==> src/rtl/fes_pkg.sv <==
package fes_pkg;

  localparam logic [7:0] OP_STATUS = 8'h05;
  localparam logic [7:0] OP_WR_EN  = 8'h06;
  localparam logic [7:0] OP_SECTOR = 8'h20;
  localparam logic [7:0] OP_WHOLE  = 8'hC7;
  localparam logic [7:0] FILL_BYTE = 8'hFF;

  typedef enum logic [3:0] {
    ST_IDLE,
    ST_POLL_CMD,
    ST_POLL_RD,
    ST_POLL_WAIT,
    ST_SEP_WE,
    ST_WREN,
    ST_SEP_ER,
    ST_ER_OP,
    ST_ER_ADDR,
    ST_FIN
  } fes_state_t;

endpackage

==> src/rtl/fes_sector_walker.sv <==
module fes_sector_walker #(
  parameter int SECW = 12,
  parameter int CNTW = 13
) (
  input  logic            clk,
  input  logic            rst_n,
  input  logic            load_i,
  input  logic            step_i,
  input  logic [SECW-1:0] start_i,
  input  logic [CNTW-1:0] count_i,
  output logic [SECW-1:0] sector_o,
  output logic            last_o
);
  logic [SECW-1:0] sector_q, sector_d;
  logic [CNTW-1:0] remain_q, remain_d;
  logic            en;

  always_comb begin
    sector_d = sector_q;
    remain_d = remain_q;
    en       = load_i | step_i;
    if (load_i) begin
      sector_d = start_i;
      remain_d = count_i;
    end else if (step_i) begin
      sector_d = sector_q + SECW'(1);
      remain_d = remain_q - CNTW'(1);
    end
  end

  always_ff @(posedge clk or negedge rst_n) begin
    if (!rst_n) begin
      sector_q <= '0;
      remain_q <= '0;
    end else if (en) begin
      sector_q <= sector_d;
      remain_q <= remain_d;
    end
  end

  assign sector_o = sector_q;
  assign last_o   = (remain_q == CNTW'(1));
endmodule

==> src/rtl/fes_gap_timer.sv <==
module fes_gap_timer #(
  parameter int GAPW = 8
) (
  input  logic            clk,
  input  logic            rst_n,
  input  logic            load_i,
  input  logic [GAPW-1:0] len_i,
  output logic            expired_o
);
  logic [GAPW-1:0] cnt_q, cnt_d;
  logic            en;

  always_comb begin
    cnt_d = cnt_q;
    en    = 1'b0;
    if (load_i) begin
      cnt_d = len_i;
      en    = 1'b1;
    end else if (cnt_q != '0) begin
      cnt_d = cnt_q - GAPW'(1);
      en    = 1'b1;
    end
  end

  always_ff @(posedge clk or negedge rst_n) begin
    if (!rst_n)  cnt_q <= '0;
    else if (en) cnt_q <= cnt_d;
  end

  assign expired_o = (cnt_q == '0);
endmodule

==> src/rtl/fes_seq_fsm.sv <==
module fes_seq_fsm #(
  parameter int IDXW       = 2,
  parameter int ADDR_BYTES = 3
) (
  input  logic            clk,
  input  logic            rst_n,
  input  logic            req_sector_i,
  input  logic            req_chip_i,
  input  logic            count_zero_i,
  input  logic            shared_bus_i,
  input  logic            spi_ack_i,
  input  logic            status_busy_i,
  input  logic            walk_last_i,
  input  logic            gap_expired_i,
  input  logic [7:0]      addr_byte_i,
  output logic            walk_load_o,
  output logic            walk_step_o,
  output logic            gap_load_o,
  output logic [IDXW-1:0] addr_idx_o,
  output logic            spi_valid_o,
  output logic [7:0]      spi_tx_o,
  output logic            busy_o,
  output logic            done_o
);
  import fes_pkg::*;

  localparam logic [IDXW-1:0] LAST_IDX = IDXW'(ADDR_BYTES - 1);

  fes_state_t      state_q, state_d;
  logic            chip_q, chip_d;
  logic [IDXW-1:0] idx_q, idx_d;
  logic            done_q, done_d;

  always_comb begin
    state_d     = state_q;
    chip_d      = chip_q;
    idx_d       = idx_q;
    done_d      = 1'b0;
    walk_load_o = 1'b0;
    walk_step_o = 1'b0;
    gap_load_o  = 1'b0;
    case (state_q)
      ST_IDLE: begin
        if (req_chip_i) begin
          chip_d  = 1'b1;
          state_d = ST_POLL_CMD;
        end else if (req_sector_i) begin
          if (count_zero_i) begin
            done_d = 1'b1;
          end else begin
            chip_d      = 1'b0;
            walk_load_o = 1'b1;
            state_d     = ST_POLL_CMD;
          end
        end
      end
      ST_POLL_CMD: if (spi_ack_i) state_d = ST_POLL_RD;
      ST_POLL_RD: begin
        if (spi_ack_i) begin
          if (!status_busy_i) begin
            state_d = ST_SEP_WE;
          end else if (shared_bus_i) begin
            gap_load_o = 1'b1;
            state_d    = ST_POLL_WAIT;
          end
        end
      end
      ST_POLL_WAIT: if (gap_expired_i) state_d = ST_POLL_CMD;
      ST_SEP_WE:    state_d = ST_WREN;
      ST_WREN:      if (spi_ack_i) state_d = ST_SEP_ER;
      ST_SEP_ER:    state_d = ST_ER_OP;
      ST_ER_OP: begin
        if (spi_ack_i) begin
          if (chip_q) begin
            state_d = ST_FIN;
          end else begin
            idx_d   = '0;
            state_d = ST_ER_ADDR;
          end
        end
      end
      ST_ER_ADDR: begin
        if (spi_ack_i) begin
          if (idx_q == LAST_IDX) state_d = ST_FIN;
          else                   idx_d   = idx_q + IDXW'(1);
        end
      end
      ST_FIN: begin
        if (chip_q || walk_last_i) begin
          done_d  = 1'b1;
          state_d = ST_IDLE;
        end else begin
          walk_step_o = 1'b1;
          state_d     = ST_POLL_CMD;
        end
      end
      default: state_d = ST_IDLE;
    endcase
  end

  always_ff @(posedge clk or negedge rst_n) begin
    if (!rst_n) begin
      state_q <= ST_IDLE;
      chip_q  <= 1'b0;
      idx_q   <= '0;
      done_q  <= 1'b0;
    end else begin
      state_q <= state_d;
      chip_q  <= chip_d;
      idx_q   <= idx_d;
      done_q  <= done_d;
    end
  end

  always_comb begin
    spi_valid_o = 1'b1;
    case (state_q)
      ST_POLL_CMD: spi_tx_o = OP_STATUS;
      ST_POLL_RD:  spi_tx_o = FILL_BYTE;
      ST_WREN:     spi_tx_o = OP_WR_EN;
      ST_ER_OP:    spi_tx_o = chip_q ? OP_WHOLE : OP_SECTOR;
      ST_ER_ADDR:  spi_tx_o = addr_byte_i;
      default: begin
        spi_tx_o    = 8'h00;
        spi_valid_o = 1'b0;
      end
    endcase
  end

  assign addr_idx_o = idx_q;
  assign busy_o     = (state_q != ST_IDLE);
  assign done_o     = done_q;
endmodule

==> src/rtl/flash_erase_seq.sv <==
module flash_erase_seq #(
  parameter int SECW         = 12,
  parameter int CNTW         = 13,
  parameter int GAPW         = 8,
  parameter int SECTOR_SHIFT = 12,
  parameter int ADDR_W       = 24
) (
  input  logic            clk,
  input  logic            rst_n,
  input  logic            req_sector_i,
  input  logic            req_chip_i,
  input  logic [SECW-1:0] start_sector_i,
  input  logic [CNTW-1:0] sector_count_i,
  input  logic            shared_bus_i,
  input  logic [GAPW-1:0] poll_gap_i,
  input  logic            spi_ack_i,
  input  logic [7:0]      spi_rx_i,
  output logic            spi_cs_n_o,
  output logic            spi_valid_o,
  output logic [7:0]      spi_tx_o,
  output logic            busy_o,
  output logic            done_o
);
  localparam int ADDR_BYTES = ADDR_W / 8;
  localparam int IDXW       = (ADDR_BYTES > 1) ? $clog2(ADDR_BYTES) : 1;
  localparam int SLOTS      = 1 << IDXW;

  logic [SECW-1:0]   cur_sector;
  logic              walk_last, walk_load, walk_step;
  logic              gap_load, gap_expired;
  logic [IDXW-1:0]   addr_idx;
  logic [ADDR_W-1:0] erase_addr;
  logic [7:0]        addr_slot [SLOTS];
  logic              unused_rx;

  assign unused_rx  = ^spi_rx_i[7:1];
  assign erase_addr = ADDR_W'(cur_sector) << SECTOR_SHIFT;

  for (genvar g = 0; g < SLOTS; g++) begin : g_addr_slot
    if (g < ADDR_BYTES) begin : g_real
      assign addr_slot[g] = erase_addr[ADDR_W-1-8*g -: 8];
    end else begin : g_pad
      assign addr_slot[g] = 8'h00;
    end
  end

  fes_sector_walker #(.SECW(SECW), .CNTW(CNTW)) u_walk (
    .clk      (clk),
    .rst_n    (rst_n),
    .load_i   (walk_load),
    .step_i   (walk_step),
    .start_i  (start_sector_i),
    .count_i  (sector_count_i),
    .sector_o (cur_sector),
    .last_o   (walk_last)
  );

  fes_gap_timer #(.GAPW(GAPW)) u_gap (
    .clk       (clk),
    .rst_n     (rst_n),
    .load_i    (gap_load),
    .len_i     (poll_gap_i),
    .expired_o (gap_expired)
  );

  fes_seq_fsm #(.IDXW(IDXW), .ADDR_BYTES(ADDR_BYTES)) u_fsm (
    .clk           (clk),
    .rst_n         (rst_n),
    .req_sector_i  (req_sector_i),
    .req_chip_i    (req_chip_i),
    .count_zero_i  (sector_count_i == '0),
    .shared_bus_i  (shared_bus_i),
    .spi_ack_i     (spi_ack_i),
    .status_busy_i (spi_rx_i[0]),
    .walk_last_i   (walk_last),
    .gap_expired_i (gap_expired),
    .addr_byte_i   (addr_slot[addr_idx]),
    .walk_load_o   (walk_load),
    .walk_step_o   (walk_step),
    .gap_load_o    (gap_load),
    .addr_idx_o    (addr_idx),
    .spi_valid_o   (spi_valid_o),
    .spi_tx_o      (spi_tx_o),
    .busy_o        (busy_o),
    .done_o        (done_o)
  );

  assign spi_cs_n_o = ~spi_valid_o;
endmodule

==> config.mk <==
export PLATFORM = sky130hd
export DESIGN_NAME = flash_erase_seq
export DESIGN_NICKNAME = d
export VERILOG_FILES = /design/src/rtl/fes_pkg.sv /design/src/rtl/fes_sector_walker.sv /design/src/rtl/fes_gap_timer.sv /design/src/rtl/fes_seq_fsm.sv /design/src/rtl/flash_erase_seq.sv
export SDC_FILE = /design/constraint.sdc
export NUM_CORES = 1
export LEC_CHECK = 0
export BUFFER_PORTS_ARGS = -buffer_cell sky130_fd_sc_hd__buf_2
export CORE_ASPECT_RATIO = 1.4
export CORE_UTILIZATION = 45
export CTS_CLUSTER_DIAMETER = 200
export DETAILED_ROUTE_END_ITERATION = 12
export PLACE_DENSITY = 0.77
export SLEW_MARGIN = 20
export SYNTH_ARGS = -nofsm -noshare
export SYNTH_HDL_FRONTEND = slang
export SYNTH_SLANG_ARGS = --single-unit
==> constraint.sdc <==
create_clock -name clk -period 3.7 [get_ports clk]
set_input_delay 0.37 -clock clk [delete_from_list [all_inputs] [get_ports clk]]
set_output_delay 0.37 -clock clk [all_outputs]
set_load 0.03 [all_outputs]
==> flow_summary.ini <==
[critical_path]
critPathTopFamily = simple AND/OR/NAND/NOR gates
startpoint_type = flop
required_ns = 3.33
slowest_stage = dfrtp_1
crit_path_start = u_fsm.state_q[2]$_DFFE_PN0P_
cpPeakStageDelay_ns = 0.62
crit_fanout = 20
worst_setup_path_end_kind = primary output
reg2reg_from = u_walk.remain_q[1]$_DFFE_PN0P_
path_cells = nor4b_2 > nand2b_1 > nor2_1 > nand2_1 > o211ai_1 > buf_2
setup.worst_path.class = flop to primary output
critical_path_arrival_ns = 2.30
path_buf_inv = 1

[floorplanning]
die_y_um = 95.2
core_area_um2 = 5900
die_w_um = 68.5
ios = 59
die-area_um2 = 6520
start_util_pct = 47.2
rows = 33

[sta]
slew_viol_final = 0
fin_tns_setup_ns = 0
period_share_pct = 72.1
slew_headroom_pct = 37.5
fin_crit_ns = 2.67
rsz0062_at_grt = false
finalSetupViolCount = 0
worst_pin_slew_ns = 0.937
hold_viol = 0
finalClockSkew_ns = 0.0101
fmax_mhz = 375

[grt]
grtUsageTotal_pct = 22.0
grt_overflow = 0
grt_pass1_wl_um = 10700
grt_pass1_vias = 2435
antenna_found_initial = 0
grt_max_degree = 42

[min_path]
hold_class = input pin to async pin

[clock_tree]
path_clk_slew_ns = 0.08
ctsResizeCount = 0
clock_path_buffers = 2
cts_tree = yes
clk_latency_ns = 0.30
cts_made_buffers = 5
cts_hold_buf = 0
root_buffer = clkbuf_8
htree_levels = 2
postCtsSetupBuffers = 0
cts_num_sinks = 41

[yosys]
synth_area_um2 = 2790
syn_avg_cell_area_um2 = 8.77
synthCells = 318
ys.flop_type = dfrtp_1
synth_top_area_share_pct = 36.8
ys_ff_latch = 41
ys_seq_area_share_pct = 36.8
yosys.cell_types.count = 57
ys_warn_count = 0
synth_top_area_cell = dfrtp_1
ys_async_sr_fraction_pct = 100
syn-num-nets = 371
synth_area_leaders = dfrtp_1 37%, o21ai_0 4.5%, nand2_1 4.3%
synth_edf_count = 0

[finish]
antenna_cells = 0
final_area_um2 = 3170
multi_input_area_um2 = 1610
area_growth_pct = 13.7
regArea_um2 = 1030
final_common_cell = buf_2
drive_above_1_share_pct = 21.9
final_nets = 413
fillers = 557
final_cell_mix = 51 x buf_2, 41 x dfrtp_1, 32 x nand2_1, 26 x nor2_1, 25 x o21ai_0

[outcome]
status = completed

[pwr]
power.density_nw_per_um2 = 806
peakVddDrop_v = 0.000381
p_leak_nw = 1.33

[routing]
via_per_inst = 5.89
drcViolationCount = 0
dr.pass1.iters = 5
vias = 2538
drtAntennaViolNets = 0
drt-wirelength-per-cell_um = 15.1
routed_wl_um = 6500
drtIter0Drc = 152

[placement]
placed_area_um2 = 3050
globalplace.congestion = 0.863
hpwl_um = 4750
portBuffers = 51

[job]
maxCapViolCount = 0
==> metal layers <==
layer | vias to the layer above | part of all wire (%) | track usage [%]
met5 | - | 0 | 0
met4 | 0 | 2.0 | 9.38
met3 | 12 | 4.6 | 3.35
met2 | 80 | 51 | 39.2
met1 | 1201 | 42 | 25.2
li1 | 1245 | - | -
==> synthesized netlist by cell type (2+ instances only) <==
library cell	count
nand3_1	10
nand4_1	10
o21ai_0	25
nand2_1	32
nor4_4	3
o22ai_1	7
dfrtp_1	41
xor2_1	8
nor2b_1	4
nor4_1	5
nand2b_1	4
nor4b_2	4
o211ai_1	5
buf_2	11
a21o_1	2
mux2i_1	4
a21oi_1	12
a31oi_1	2
xnor2_1	5
nand3b_1	2
and4_1	3
a311oi_1	2
mux2_2	3
o21ai_1	6
ha_1	6
inv_1	16
clkbuf_1	5
a221o_1	5
nor2_1	26
and2_1	8
nor3_1	8
and3_1	4
a211oi_1	4
o31ai_1	2
a22o_1	2
==> where the power goes <==
part / leakage, nW / switching [W] / internal, W
clock network: 0.0585 / 0.000158 / 0.000220
logic: 0.783 / 0.000659 / 0.000501
registers: 0.488 / 0.000355 / 0.000661
==> kinds of logic (layout without fill, tap and decap cells) <==
family | after synthesis | after routing | share of synthesized area [%]
mux | 8 | 8 | 3.05
flops | 41 | 41 | 36.8
fa+ha+maj | 6 | 6 | 2.69
simple gates | 128 | 128 | 26.3
xor+xnor | 13 | 13 | 4.08
buf+inv | 34 | 77 | 5.47
compound gates | 88 | 88 | 21.6
==> final cells by class <==
type | instances | area share, %
multi-input cells | 243 | 50.8
flip-flops and latches | 41 | 32.4
repair buffers | 53 | 8.52
well taps | 70 | 2.76
clock buffers | 7 | 2.72
inverters | 16 | 1.89
clock inverters | 1 | 0.947
==> flip-flops by register name (all words and copies together), names as in the netlist <==
name and flops:
u_fsm.state_q 4, u_gap.cnt_q 8, u_fsm.addr_idx_o 2, u_fsm.chip_q 1, u_fsm.done_o 1, u_walk.remain_q 13, u_walk.sector_o 12
==> final timing paths <==
kind	to	slack (ns)	depth (start not counted)
min reg2reg	u_fsm.addr_idx_o[1]$_DFFE_PN0P_	0.55	2
min in group clk	u_gap.cnt_q[1]$_DFFE_PN0P_	0.27	3
max	spi_tx_o[2]	1.03	6
max in group asynchronous	u_walk.sector_o[3]$_DFFE_PN0P_	2.90	1
min	u_gap.cnt_q[3]$_DFFE_PN0P_	0.19	1
max reg2reg	u_walk.remain_q[9]$_DFFE_PN0P_	1.15	7
==> stage by stage <==
stage	hold WS [ns]	instances	setup WS, ns	total power (W)	utilization, %
2_1_floorplan	0.0744	318	1.44	0.00188	-
3_3_place_gp	0.489	423	1.20	0.00214	51.7
3_5_place_dp	0.538	423	1.18	0.00218	51.7
4_1_cts	0.238	431	0.991	0.00256	53.7
5_1_grt	0.280	431	0.814	0.00276	53.7
6_report	0.192	431	1.03	0.00255	53.7
(Power assumes the default switching activity.)
